File: config.mk
export PLATFORM = sky130hd
export DESIGN_NAME = int_exec_alu
export DESIGN_NICKNAME = d
export VERILOG_FILES = /design/src/rtl/int_alu_pkg.sv /design/src/rtl/alu_opnd_sel.sv /design/src/rtl/alu_addsub.sv /design/src/rtl/alu_shift.sv /design/src/rtl/int_exec_alu.sv
export SDC_FILE = /design/constraint.sdc
export NUM_CORES = 1
export LEC_CHECK = 0
export BUFFER_PORTS_ARGS = -buffer_cell sky130_fd_sc_hd__buf_2
export CELL_PAD_IN_SITES_DETAIL_PLACEMENT = 0
export CELL_PAD_IN_SITES_GLOBAL_PLACEMENT = 2
export CORE_ASPECT_RATIO = 1.25
export CORE_MARGIN = 4
export CORE_UTILIZATION = 25
export DETAILED_ROUTE_END_ITERATION = 16
export PLACE_DENSITY = 0.7
export SYNTH_ARGS = -nofsm -noshare
export SYNTH_HDL_FRONTEND = slang
export SYNTH_HIERARCHICAL = 1
export SYNTH_SLANG_ARGS = --single-unit
File: constraint.sdc
create_clock -name vclk -period 5.9
set_input_delay 1.18 -clock vclk [all_inputs]
set_output_delay 1.18 -clock vclk [all_outputs]
set_load 0.02 [all_outputs]
File: src/rtl/int_alu_pkg.sv
package int_alu_pkg;

  localparam int ALU_W = 32;
  localparam int IMM_W = 16;

  typedef enum logic [4:0] {
    OP_ADD   = 5'd0,  OP_ADDU  = 5'd1,  OP_SUB   = 5'd2,  OP_SUBU  = 5'd3,
    OP_AND   = 5'd4,  OP_OR    = 5'd5,  OP_XOR   = 5'd6,  OP_NOR   = 5'd7,
    OP_SLT   = 5'd8,  OP_SLTU  = 5'd9,  OP_ADDI  = 5'd10, OP_ADDIU = 5'd11,
    OP_SLTI  = 5'd12, OP_SLTIU = 5'd13, OP_ANDI  = 5'd14, OP_ORI   = 5'd15,
    OP_XORI  = 5'd16, OP_LUI   = 5'd17, OP_SLL   = 5'd18, OP_SRL   = 5'd19,
    OP_SRA   = 5'd20, OP_SLLV  = 5'd21, OP_SRLV  = 5'd22, OP_SRAV  = 5'd23
  } alu_op_e;

  typedef enum logic [1:0] {
    SH_LEFT  = 2'd0,
    SH_RLOG  = 2'd1,
    SH_RARI  = 2'd2
  } shift_kind_e;

  // signed overflow of a sum, from the sign bits of the addends and the sum
  function automatic logic add_sign_ovf(input logic sa, input logic sb, input logic sr);
    return (sa == sb) && (sr != sa);
  endfunction

  // signed overflow of a difference a-b
  function automatic logic sub_sign_ovf(input logic sa, input logic sb, input logic sr);
    return (sa != sb) && (sr != sa);
  endfunction

  function automatic logic is_trapping(input alu_op_e op);
    return (op == OP_ADD) || (op == OP_SUB) || (op == OP_ADDI);
  endfunction

  function automatic logic is_subtract(input alu_op_e op);
    return (op == OP_SUB) || (op == OP_SUBU) || (op == OP_SLT) ||
           (op == OP_SLTU) || (op == OP_SLTI) || (op == OP_SLTIU);
  endfunction

endpackage

File: src/rtl/alu_opnd_sel.sv
module alu_opnd_sel
  import int_alu_pkg::*;
#(
  parameter int W   = ALU_W,
  parameter int IW  = IMM_W
) (
  input  alu_op_e        op,
  input  logic [W-1:0]   reg_b,
  input  logic [IW-1:0]  imm,
  output logic [W-1:0]   opnd_b
);
  localparam int PAD = W - IW;

  logic [W-1:0] imm_sx;
  logic [W-1:0] imm_zx;

  assign imm_sx = {{PAD{imm[IW-1]}}, imm};
  assign imm_zx = {{PAD{1'b0}}, imm};

  always_comb begin
    case (op)
      OP_ADDI, OP_ADDIU, OP_SLTI, OP_SLTIU: opnd_b = imm_sx;
      OP_ANDI, OP_ORI, OP_XORI:             opnd_b = imm_zx;
      default:                              opnd_b = reg_b;
    endcase
  end

  always_comb begin
    if (op == OP_ANDI || op == OP_ORI || op == OP_XORI) begin
      p_logic_imm_zero_fill_r6: assert (opnd_b[W-1:IW] == '0 && opnd_b[IW-1:0] == imm)
        else $error("logical immediate not zero-filled");
    end
    if (op == OP_ADDI || op == OP_SLTIU) begin
      p_arith_imm_sign_fill_r1: assert ($signed(opnd_b) == $signed(imm))
        else $error("arithmetic immediate not sign-filled");
    end
  end

endmodule

File: src/rtl/alu_addsub.sv
module alu_addsub
  import int_alu_pkg::*;
#(
  parameter int W = ALU_W
) (
  input  logic [W-1:0] a,
  input  logic [W-1:0] b,
  input  logic         do_sub,
  output logic [W-1:0] res,
  output logic         ovf_raw,
  output logic         lt_signed,
  output logic         lt_unsigned
);
  logic [W-1:0] b_inv;
  logic         carry_out;

  assign b_inv = do_sub ? ~b : b;
  assign {carry_out, res} = {1'b0, a} + {1'b0, b_inv} + {{W{1'b0}}, do_sub};

  assign ovf_raw     = do_sub ? sub_sign_ovf(a[W-1], b[W-1], res[W-1])
                              : add_sign_ovf(a[W-1], b[W-1], res[W-1]);
  assign lt_signed   = res[W-1] ^ ovf_raw;
  assign lt_unsigned = ~carry_out;

  // wide reference built from sign-extended operands
  logic [W:0] wide;
  assign wide = do_sub ? ({a[W-1], a} - {b[W-1], b}) : ({a[W-1], a} + {b[W-1], b});

  always_comb begin
    p_ovf_matches_wide_r3: assert (ovf_raw == (wide[W] != wide[W-1]))
      else $error("overflow disagrees with widened arithmetic");
    if (do_sub) begin
      p_unsigned_lt_r7: assert (lt_unsigned == (a < b))
        else $error("unsigned less-than wrong");
      p_signed_lt_r7: assert (lt_signed == ($signed(a) < $signed(b)))
        else $error("signed less-than wrong");
    end
  end

endmodule

File: src/rtl/alu_shift.sv
module alu_shift
  import int_alu_pkg::*;
#(
  parameter int W = ALU_W
) (
  input  logic [W-1:0]          val,
  input  logic [$clog2(W)-1:0]  amt,
  input  shift_kind_e           kind,
  output logic [W-1:0]          res
);
  localparam int SH_W = $clog2(W);

  logic [W-1:0] pre;
  logic [W-1:0] post;
  logic [W-1:0] stage [SH_W+1];
  logic         fill;
  logic         left;

  assign left = (kind == SH_LEFT);
  assign fill = (kind == SH_RARI) & val[W-1];

  // left shifts run through the right-shift network with bits reversed
  for (genvar k = 0; k < W; k++) begin : g_rev
    assign pre[k]  = left ? val[W-1-k] : val[k];
    assign res[k]  = left ? post[W-1-k] : post[k];
  end

  assign stage[0] = pre;
  for (genvar i = 0; i < SH_W; i++) begin : g_stage
    localparam int STEP = 1 << i;
    assign stage[i+1] = amt[i] ? {{STEP{fill}}, stage[i][W-1:STEP]} : stage[i];
  end
  assign post = stage[SH_W];

  always_comb begin
    case (kind)
      SH_LEFT: p_shift_left_r9: assert (res == (val << amt))
                 else $error("left shift mismatch");
      SH_RLOG: p_shift_rlog_r9: assert (res == (val >> amt))
                 else $error("logical right shift mismatch");
      SH_RARI: p_shift_rari_r9: assert (res == W'($signed(val) >>> amt))
                 else $error("arithmetic right shift mismatch");
      default: ;
    endcase
  end

endmodule

File: src/rtl/int_exec_alu.sv
module int_exec_alu
  import int_alu_pkg::*;
#(
  parameter int W  = ALU_W,
  parameter int IW = IMM_W
) (
  input  logic [4:0]            op_sel,
  input  logic [W-1:0]          src_a,
  input  logic [W-1:0]          src_b,
  input  logic [IW-1:0]         imm16,
  input  logic [$clog2(W)-1:0]  shamt,
  output logic [W-1:0]          result,
  output logic                  ovf
);
  localparam int SH_W = $clog2(W);

  alu_op_e      op;
  logic [W-1:0] opnd_b;
  logic [W-1:0] as_res;
  logic         as_ovf;
  logic         lt_s;
  logic         lt_u;
  logic [W-1:0] sh_res;
  logic [SH_W-1:0] sh_amt;
  shift_kind_e  sh_kind;
  logic         do_sub;

  assign op     = alu_op_e'(op_sel);
  assign do_sub = is_subtract(op);

  alu_opnd_sel #(.W(W), .IW(IW)) u_opnd (
    .op     (op),
    .reg_b  (src_b),
    .imm    (imm16),
    .opnd_b (opnd_b)
  );

  alu_addsub #(.W(W)) u_addsub (
    .a           (src_a),
    .b           (opnd_b),
    .do_sub      (do_sub),
    .res         (as_res),
    .ovf_raw     (as_ovf),
    .lt_signed   (lt_s),
    .lt_unsigned (lt_u)
  );

  always_comb begin
    case (op)
      OP_SRL, OP_SRLV: sh_kind = SH_RLOG;
      OP_SRA, OP_SRAV: sh_kind = SH_RARI;
      default:         sh_kind = SH_LEFT;
    endcase
    case (op)
      OP_SLLV, OP_SRLV, OP_SRAV: sh_amt = src_a[SH_W-1:0];
      default:                   sh_amt = shamt;
    endcase
  end

  alu_shift #(.W(W)) u_shift (
    .val  (src_b),
    .amt  (sh_amt),
    .kind (sh_kind),
    .res  (sh_res)
  );

  always_comb begin
    case (op)
      OP_ADD, OP_ADDU, OP_SUB, OP_SUBU,
      OP_ADDI, OP_ADDIU:                 result = as_res;
      OP_AND, OP_ANDI:                   result = src_a & opnd_b;
      OP_OR,  OP_ORI:                    result = src_a | opnd_b;
      OP_XOR, OP_XORI:                   result = src_a ^ opnd_b;
      OP_NOR:                            result = ~(src_a | opnd_b);
      OP_SLT, OP_SLTI:                   result = {{(W-1){1'b0}}, lt_s};
      OP_SLTU, OP_SLTIU:                 result = {{(W-1){1'b0}}, lt_u};
      OP_LUI:                            result = {imm16, {(W-IW){1'b0}}};
      OP_SLL, OP_SRL, OP_SRA,
      OP_SLLV, OP_SRLV, OP_SRAV:         result = sh_res;
      default:                           result = '0;
    endcase
  end

  assign ovf = as_ovf & is_trapping(op);

  always_comb begin
    if (ovf) begin
      p_no_overflow_r2: assert (op_sel == 5'd0 || op_sel == 5'd2 || op_sel == 5'd10)
        else $error("overflow raised for a non-trapping code");
      p_ovf_keeps_result_r3: assert (result == (op_sel == 5'd2 ? src_a - src_b : src_a + opnd_b))
        else $error("wrapped result not driven under overflow");
    end
    if (op_sel == 5'd17) begin
      p_lui_layout_r8: assert (result[IW-1:0] == '0 && result[W-1:W-IW] == imm16)
        else $error("upper immediate layout wrong");
    end
    if (op_sel == 5'd8 || op_sel == 5'd9 || op_sel == 5'd12 || op_sel == 5'd13) begin
      p_compare_bool_r7: assert (result[W-1:1] == '0)
        else $error("compare result not boolean");
    end
    if (op_sel > 5'd23) begin
      p_undefined_quiet_r11: assert (result == '0 && !ovf)
        else $error("undefined code not quiet");
    end
  end

endmodule

==> results.cfg, run 1 <==
[status]
outcome = finished, violations left
violations = negative setup slack

[place]
port_buffers = 123
gp_congestion = 0.974
post-place-ws_ps = -705
post_dp_cell_area_mm2 = 0.0124
hpwl_mm = 37.8

[sta]
worst_slew_pin_slew_ps = 917
finalWorstSetupSlack_ps = -524
slew_headroom_pct = 38.7
finalHoldViolCount = 0
period_share_pct = 109
fmax_mhz = 156
finalSetupViolCount = 32
final.min_clock_period_ps = 6420
whs_ps = 2870
rsz0062_at_grt = true
slew_violations = 0

[critical_path]
cp_max_fo = 6
required_ps = 4720
setup.worst_path.class = in2out
cp_data_arrival_time_ps = 5240
endpoint_kind = output pin
critPathLaunchType = input pin

[global_routing]
grt_pass1_wl_mm = 67.1
grt_max_degree = 38
grt_usage_pct = 22.5
grt_pass1_vias = 10999
grt_overflow = 0
antenna_found_initial = 0

[cells_and_area]
regArea_um2 = 0
clock_buffers = 0
n_antenna_cell = 0
final_nets = 1744
fin_area_mm2 = 0.0139
design.seq.count = 0
utilization_pct = 40.0
synthToLayoutAreaGrowth_pct = 56.9
drive_gt1_share_pct = 48.5

[power_and_ir_drop]
p_seq_share_pct = 0
ir_worst_vdd_mv = 0.0619
internal_power_mw = 0.977
clkPwrFrac_pct = 0
leakagePower_nw = 6.67
p_switching_mw = 1.05
swShare_pct = 51.9
power_mw = 2.03
power-per-cell-area_mw_per_mm2 = 146
combPwrFrac_pct = 100.0

[route]
vias = 11106
routedWlPerCell_um = 22.6
routed_wl_mm = 45.8
postRouteAntennaNets = 0
drt_iter0_drc = 681
routed_via_density = 5.49
drcViolationCount = 0
dr.pass1.iters = 5

[clocking]
postCtsHoldBufs = 0

[synth]
syn-num-nets = 1318
synth_most_common_cell = inv_1
muxShareOfSynthArea_pct = 21.2
synth_fa_ha_area_share_pct = 13.8
ys_warn_count = 6
synth_top_area_share_pct = 13.4
synthesis.area_mm2 = 0.00886
ys_seq_area_share_pct = 0
avgSynthCellArea_um2 = 7.82
ys_top_cells_by_area = ha_1 (13%), mux4_2 (8.4%), mux2i_1 (6.9%)
synth_xor_area_share_pct = 6.41
synth_compound_area_share_pct = 35.8
ys_types = 96
yosys.area.top_type = ha_1
yosys-top-cells-count = inv_1 (98), ha_1 (95), a22oi_1 (71)
synth-simple-area-share_pct = 13.2
syn-instance-count = 1132
synth_top_family_by_area = compound AO/OA/AOI/OAI gates

[floorplan]
die_area_mm2 = 0.0385
initial_core_util_pct = 25.5
num_rows = 76
die_h_um = 218
pin_count = 123
die_x_um = 176
core_mm2 = 0.0347

[job]
max_cap_violations = 0

[hold_path]
hp-class = in2out
[path summary, 6_finish.rpt]
kind  startpoint         end  slack (ps)  depth (start not counted)
min     imm16[9]  result[25]        2870                          4
max    op_sel[4]   result[0]        -520                         22
[cell type report]
cell class | instances | area [µm²]
Timing Repair Buffer | 523 | 4020
Tap cell | 468 | 586
Inverter | 100 | 375
Multi-Input combinational cell | 933 | 8910
Fill cell | 3560 | 20800
[critical path, stage by stage]
cell and delay (ps):
buf_6 90, nor4b_4 120, buf_6 130, and2_4 190
buf_12 140, buf_4 130, a221oi_4 330, xor2_1 200
ha_2 300, and3_4 170, a2111o_1 300, o21ai_2 90
a31oi_4 60, o211a_4 270, a21oi_4 150, xnor2_2 90
maj3_2 290, mux2_4 260, a32oi_1 160, o22ai_1 120
a211o_1 290, buf_6 130
[kinds of logic (layout without fill, tap and decap cells)]
kind of cell               after synthesis  after routing
AOI/OAI and AO/OA                      410            410
and+or+nand+nor                        228            229
buffers and inverters                  200            623
muxes                                  133            133
adders and majority gates               97             97
xor gates and xnor gates                64             64
[cells in the final DEF, fill, tap and decap left out, types with 7 or more instances in the layout]
master / n
a21oi_2: 18
mux2i_1: 53
a21oi_1: 29
o22ai_1: 40
o31ai_1: 13
a22oi_1: 59
a221oi_4: 12
nand2_1: 61
buf_2: 104
o21ai_1: 10
a22o_1: 17
inv_1: 97
xnor2_1: 14
a21o_1: 37
nor2_1: 40
a221oi_2: 8
buf_6: 42
buf_12: 12
a2111o_1: 32
nor3_1: 9
buf_4: 361
a211oi_1: 13
ha_1: 92
nand2b_1: 21
nand3_1: 15
o21ai_2: 8
and2_1: 11
xor2_1: 46
mux4_2: 37
o31ai_2: 7
o21ai_0: 15
mux2_2: 24
mux2_4: 9
a22oi_2: 13
[power groups by stage]
stage / Sequential (mW) / Clock [mW] / Combinational [mW]
3_5_place_dp: 0 / 0 / 1.76
3_3_place_gp: 0 / 0 / 1.75
5_1_grt: 0 / 0 / 2.17
4_1_cts: 0 / 0 / 1.95
2_1_floorplan: 0 / 0 / 0.984
6_report: 0 / 0 / 2.03
[layer usage]
layer	routed length, µm	share of wire (%)	GRT usage, %	vias up
li1	-	-	-	5193
met2	23200	51	41.0	327
met3	1800	3.9	2.39	123
met4	3060	6.7	11.6	0
met1	17800	39	25.8	5463
met5	0	0	0	-
[metrics by stage]
step | std cells | TNS, ps
finish | 2024 | -7520
global route | 2024 | -12570
CTS | 2004 | -7700
detailed placement | 1967 | -13610
global placement | 1967 | -13360
floorplan | 1132 | -562
[timing repair]
item | 4_1_cts | 5_1_grt
endpoints found under the setup margin | 33 | 33
buffers inserted | 37 | 18
pin swaps | 62 | 65
gates resized for setup | 179 | 64
cloned | 2 | 3
Power figures use the tool's default switching activity.
==> run 2: changes to the inputs <==
CORE_UTILIZATION = 33   (was 25)
GPL_TIMING_DRIVEN = 0   (was not set)
PLACE_DENSITY = 0.87   (was 0.7)
==> run 2 against run 1 <==
  * The flow still finishes with violations (negative setup slack)
  * Fmax shrank 3.5%
  * Critical path depth grew 1
  * Die area shrank 23%
  * Sequential cell count is the same
  * Core utilization grew 8.5 points
  * First-iteration DRC count grew 46%
  * Critical path type unchanged
  * Worst setup slack lost 240 ps
  * Non-clock buffer count shrank 189
  * Final area shrank 8.3%
  * Power shrank 5.0%
  * Sequential share of layout area is the same
  * Hold slack lost 13 ps
==> results.cfg, run 2 (same netlist as run 1, synthesis figures left out) <==
[sta]
finalHoldViolCount = 0
slew_headroom_pct = 33.6
period_share_pct = 113
whs_ps = 2850
slew_violations = 0
worst_slew_pin_slew_ps = 988
rsz0062_at_grt = true
fmax_mhz = 150
final.min_clock_period_ps = 6660
finalWorstSetupSlack_ps = -759
finalSetupViolCount = 33

[route]
postRouteAntennaNets = 0
routed_wl_mm = 43.0
vias = 10727
dr.pass1.iters = 6
drcViolationCount = 0
routedWlPerCell_um = 25.2
drt_iter0_drc = 993
routed_via_density = 6.29

[hold_path]
hp-class = in2out

[cells_and_area]
synthToLayoutAreaGrowth_pct = 43.9
layout_common_cells = buf_2 (109), buf_4 (108), inv_1 (97), ha_1 (81), nand2_1 (55)
final_nets = 1554
design.seq.count = 0
clock_buffers = 0
regArea_um2 = 0
layout_commonest_cell = buf_2
n_antenna_cell = 0
drive_gt1_share_pct = 43.3

[status]
outcome = finished, violations left
violations = negative setup slack

[power_and_ir_drop]
p_seq_share_pct = 0
power-per-cell-area_mw_per_mm2 = 151
power_mw = 1.93
p_switching_mw = 1.08
ir_worst_vdd_mv = 0.0695
internal_power_mw = 0.851
swShare_pct = 55.9
leakagePower_nw = 5.72
combPwrFrac_pct = 100.0
clkPwrFrac_pct = 0

[critical_path]
cp_max_fo = 6
cp_data_arrival_time_ps = 5480
critPathLaunchType = input pin
setup.worst_path.class = in2out
endpoint_kind = output pin
required_ps = 4720

[global_routing]
antenna_found_initial = 0
grt_max_degree = 11
grt_overflow = 0
grt_pass1_wl_mm = 62.7
grt_pass1_vias = 10188
grt_usage_pct = 27.0

[job]
max_cap_violations = 0

[floorplan]
initial_core_util_pct = 33.7
die_h_um = 191
die_area_mm2 = 0.0295
pin_count = 123
num_rows = 66
core_mm2 = 0.0263
die_x_um = 155

[clocking]
postCtsHoldBufs = 0

[place]
gp_congestion = 1.01
hpwl_mm = 33.9
port_buffers = 122
run 2: final cells by class:
class / count / area [µm²]
Buffer: 89 / 649
Fill cell: 2553 / 13500
Inverter: 100 / 387
Multi-Input combinational cell: 932 / 9470
Tap cell: 340 / 425
Timing Repair Buffer: 245 / 1810
run 2: what timing repair did:
item / CTS / global route
gates cloned: 1 / 0
setup endpoints to repair: 33 / 33
gates resized for setup: 240 / 186
setup buffers: 84 / 44
pin swaps: 71 / 108
run 2: stage by stage:
| stage | utilization, % | instance area, µm² | worst slack, ps | std cells | TNS, ps |
|---|---|---|---|---|---|
| floorplan | - | 8940 | -248 | 1132 | -562 |
| global placement | 38.0 | 9980 | -1850 | 1594 | -39230 |
| detailed placement | 38.0 | 9980 | -1790 | 1594 | -37400 |
| CTS | 44.3 | 11600 | -716 | 1668 | -11080 |
| global route | 48.5 | 12700 | -871 | 1706 | -16640 |
| finish | 48.5 | 12700 | -759 | 1706 | -13250 |
run 2: final timing paths:
kind / from / endpoint / slack (ps) / depth (start not counted)
min: imm16[3] / result[19] / 2850 / 4
max: op_sel[1] / result[0] / -760 / 23
run 2: power by group through the flow:
stage / sequential [mW] / combinational (mW) / clock [mW]
2_1_floorplan: 0 / 0.984 / 0
3_3_place_gp: 0 / 1.40 / 0
3_5_place_dp: 0 / 1.40 / 0
4_1_cts: 0 / 1.67 / 0
5_1_grt: 0 / 2.03 / 0
6_report: 0 / 1.93 / 0
run 2: worst max-delay path, cell delays in order:
cell and delay (ps):
buf_12 120, nor4b_4 390, buf_4 200, buf_6 100
buf_4 130, a211oi_2 50, a221oi_2 180, buf_4 180
xor2_1 160, ha_1 300, a21oi_2 160, o21ai_2 90
a31oi_4 240, a31oi_4 160, o211a_4 280, a21oi_4 200
xnor2_4 100, maj3_2 300, mux2_4 270, a32oi_1 150
o22ai_1 100, a211o_1 310, buf_6 130
run 2: per-layer routing:
metal  track usage [%]  part of all wire, %
met1              31.5                   37
met2              48.8                   49
met3              1.92                  5.4
met4              14.8                  7.7
met5                 0                    0
==> run 3: changes to the inputs <==
CORE_UTILIZATION = 39   (was 33)
PLACE_DENSITY = 0.95   (was 0.87)
clock period = 8.4 ns   (was 5.9 ns; I/O delays follow)
==> run 3 against run 2 <==
  * The run now ends clean
  * Hold slack better by 1000 ps
  * Worst setup slack better by 850 ps
  * Sequential share of layout area stayed put
  * Non-clock buffer count is 104 lower
  * First-iteration DRC count is 5.5% higher
  * Final cell count is 9.4% lower
  * Via count is 5.7% lower
  * Final area is 22% lower
  * Core utilization is 3.9 points lower
  * Critical path depth stayed put
  * Combinational power is 48% lower
  * Routed wire length is 11% lower
  * Largest power group unchanged
  * Highest routed layer unchanged
==> results.cfg, run 3 (same netlist as run 1, synthesis figures left out) <==
[hold_path]
holdPathStages = 4
worstHoldStart = imm16[6]
hp-class = in2out
hold_end = result[22]

[cells_and_area]
n_antenna_cell = 0
fillCellCount = 2338
synthToLayoutAreaGrowth_pct = 12.2
drive_gt1_share_pct = 22.0
layout_common_cells = buf_2 (137), inv_1 (98), ha_1 (95), a22oi_1 (71), nand2_1 (65)
layout_commonest_cell = buf_2
regArea_um2 = 0
final_nets = 1450
clock_buffers = 0
final_cells = 1545
design.seq.count = 0

[place]
hpwl_mm = 32.2
gp_congestion = 1.08
port_buffers = 122
dp_cells = 1537
post-place-ws_ps = -492

[route]
drt_iter0_drc = 1048
routed_via_density = 6.55
routed_wl_mm = 38.3
vias = 10115
postRouteAntennaNets = 0
routedWlPerCell_um = 24.8
drcViolationCount = 0
dr.pass1.iters = 5

[floorplan]
core_mm2 = 0.0223
die_x_um = 143
die_h_um = 176
num_rows = 61
die_area_mm2 = 0.0252
pin_count = 123
initial_core_util_pct = 39.7

[global_routing]
grt_max_degree = 11
grt_pass1_wl_mm = 57.4
grt_pass1_vias = 9623
grt_usage_pct = 29.1
antenna_found_initial = 0
grt_overflow = 0

[sta]
tns_ps = 0
fmax_mhz = 120
slew_headroom_pct = 24.3
finalSetupViolCount = 0
worst_slew_pin_slew_ps = 1140
slew_violations = 0
final.min_clock_period_ps = 8310
finalHoldViolCount = 0
period_share_pct = 98.9
finalWorstSetupSlack_ps = 94.4
rsz0062_at_grt = true

[power_and_ir_drop]
leakagePower_nw = 4.76
power_mw = 1.01
ir_worst_vdd_mv = 0.0432
power-per-cell-area_mw_per_mm2 = 101

[status]
outcome = finished clean

[critical_path]
setup.worst_path.class = in2out
slowest_delay_ps = 430
crit_slowest_cell = mux2i_2
cp_max_fo = 10
cp_data_arrival_time_ps = 6630
required_ps = 6720
path_cells = buf_2, nor4b_4, buf_4, and2_1, buf_4, buf_6, a221oi_2, buf_4, mux2i_2, fa_1, nor2b_1, o2111ai_1, a21oi_2, a21boi_2, o211ai_1, buf_4, a41oi_2, nor3_1, a311o_1, a22oi_1, o22ai_1, a2111o_1, buf_2
critPathLaunchType = input pin
cpMostUsedCell = buf_4
endpoint_kind = output pin

[job]
max_cap_violations = 0

[clocking]
postCtsHoldBufs = 0
run 3: cell count changes in the layout (fill, tap and decap cells not counted), moves of 15 or more:
cell	change
o22ai_2	-15
a22oi_1	+24
buf_2	+28
buf_6	-41
a21oi_1	+20
o22ai_1	+18
a22oi_2	-24
clkbuf_1	+19
buf_4	-94
a221oi_4	-18
run 3: layer usage:
layer	vias to the layer above	part of all wire [%]	track usage [%]
met5	-	0	0
met4	0	8.2	16.5
met3	161	6.3	2.25
met2	539	47	50.1
met1	4800	38	35.3
li1	4615	-	-
run 3: power breakdown:
| group | total, mW | switching, mW | internal (mW) |
|---|---|---|---|
| registers | 0 | 0 | 0 |
| clock network | 0 | 0 | 0 |
| logic | 1.01 | 0.616 | 0.391 |
| total | 1.01 | 0.616 | 0.391 |
run 3: worst max-delay path by stage:
stage	startpoint	end
detailed placement	op_sel[1]	result[30]
global route	op_sel[4]	result[30]
finish	op_sel[4]	result[30]
CTS	op_sel[4]	result[30]
floorplan	op_sel[1]	result[30]
global placement	op_sel[1]	result[30]
run 3: area by class of cell:
type | count | area [µm²] | share of cell area (%)
Inverter | 100 | 375 | 3.78
Tap cell | 283 | 354 | 3.56
Buffer | 100 | 500 | 5.03
Multi-Input combinational cell | 932 | 8040 | 80.9
Timing Repair Buffer | 130 | 671 | 6.75
run 3: repair_timing:
item | 4_1_cts | 5_1_grt
endpoints found under the setup margin | 13 | 13
pin swaps | 3 | 0
hold endpoints to repair | 0 | 0
buffers inserted | 8 | 0
resized for setup | 7 | 26
run 3: critical path: cells and delay by family:
family	cells	cell delay (ps)
adder cells (fa/ha/maj)	1	320
buffers and inverters	7	1160
multiplexers	1	430
AO/OA/AOI/OAI	10	2540
AND/OR/NAND/NOR	4	450
run 3: metrics by stage:
step / hold slack [ps] / util, % / cell area [µm²]
2_1_floorplan: 3620 / - / 8860
3_3_place_gp: 3870 / 44.1 / 9820
3_5_place_dp: 3870 / 44.1 / 9820
4_1_cts: 3870 / 44.4 / 9900
5_1_grt: 3900 / 44.6 / 9940
6_report: 3870 / 44.6 / 9940
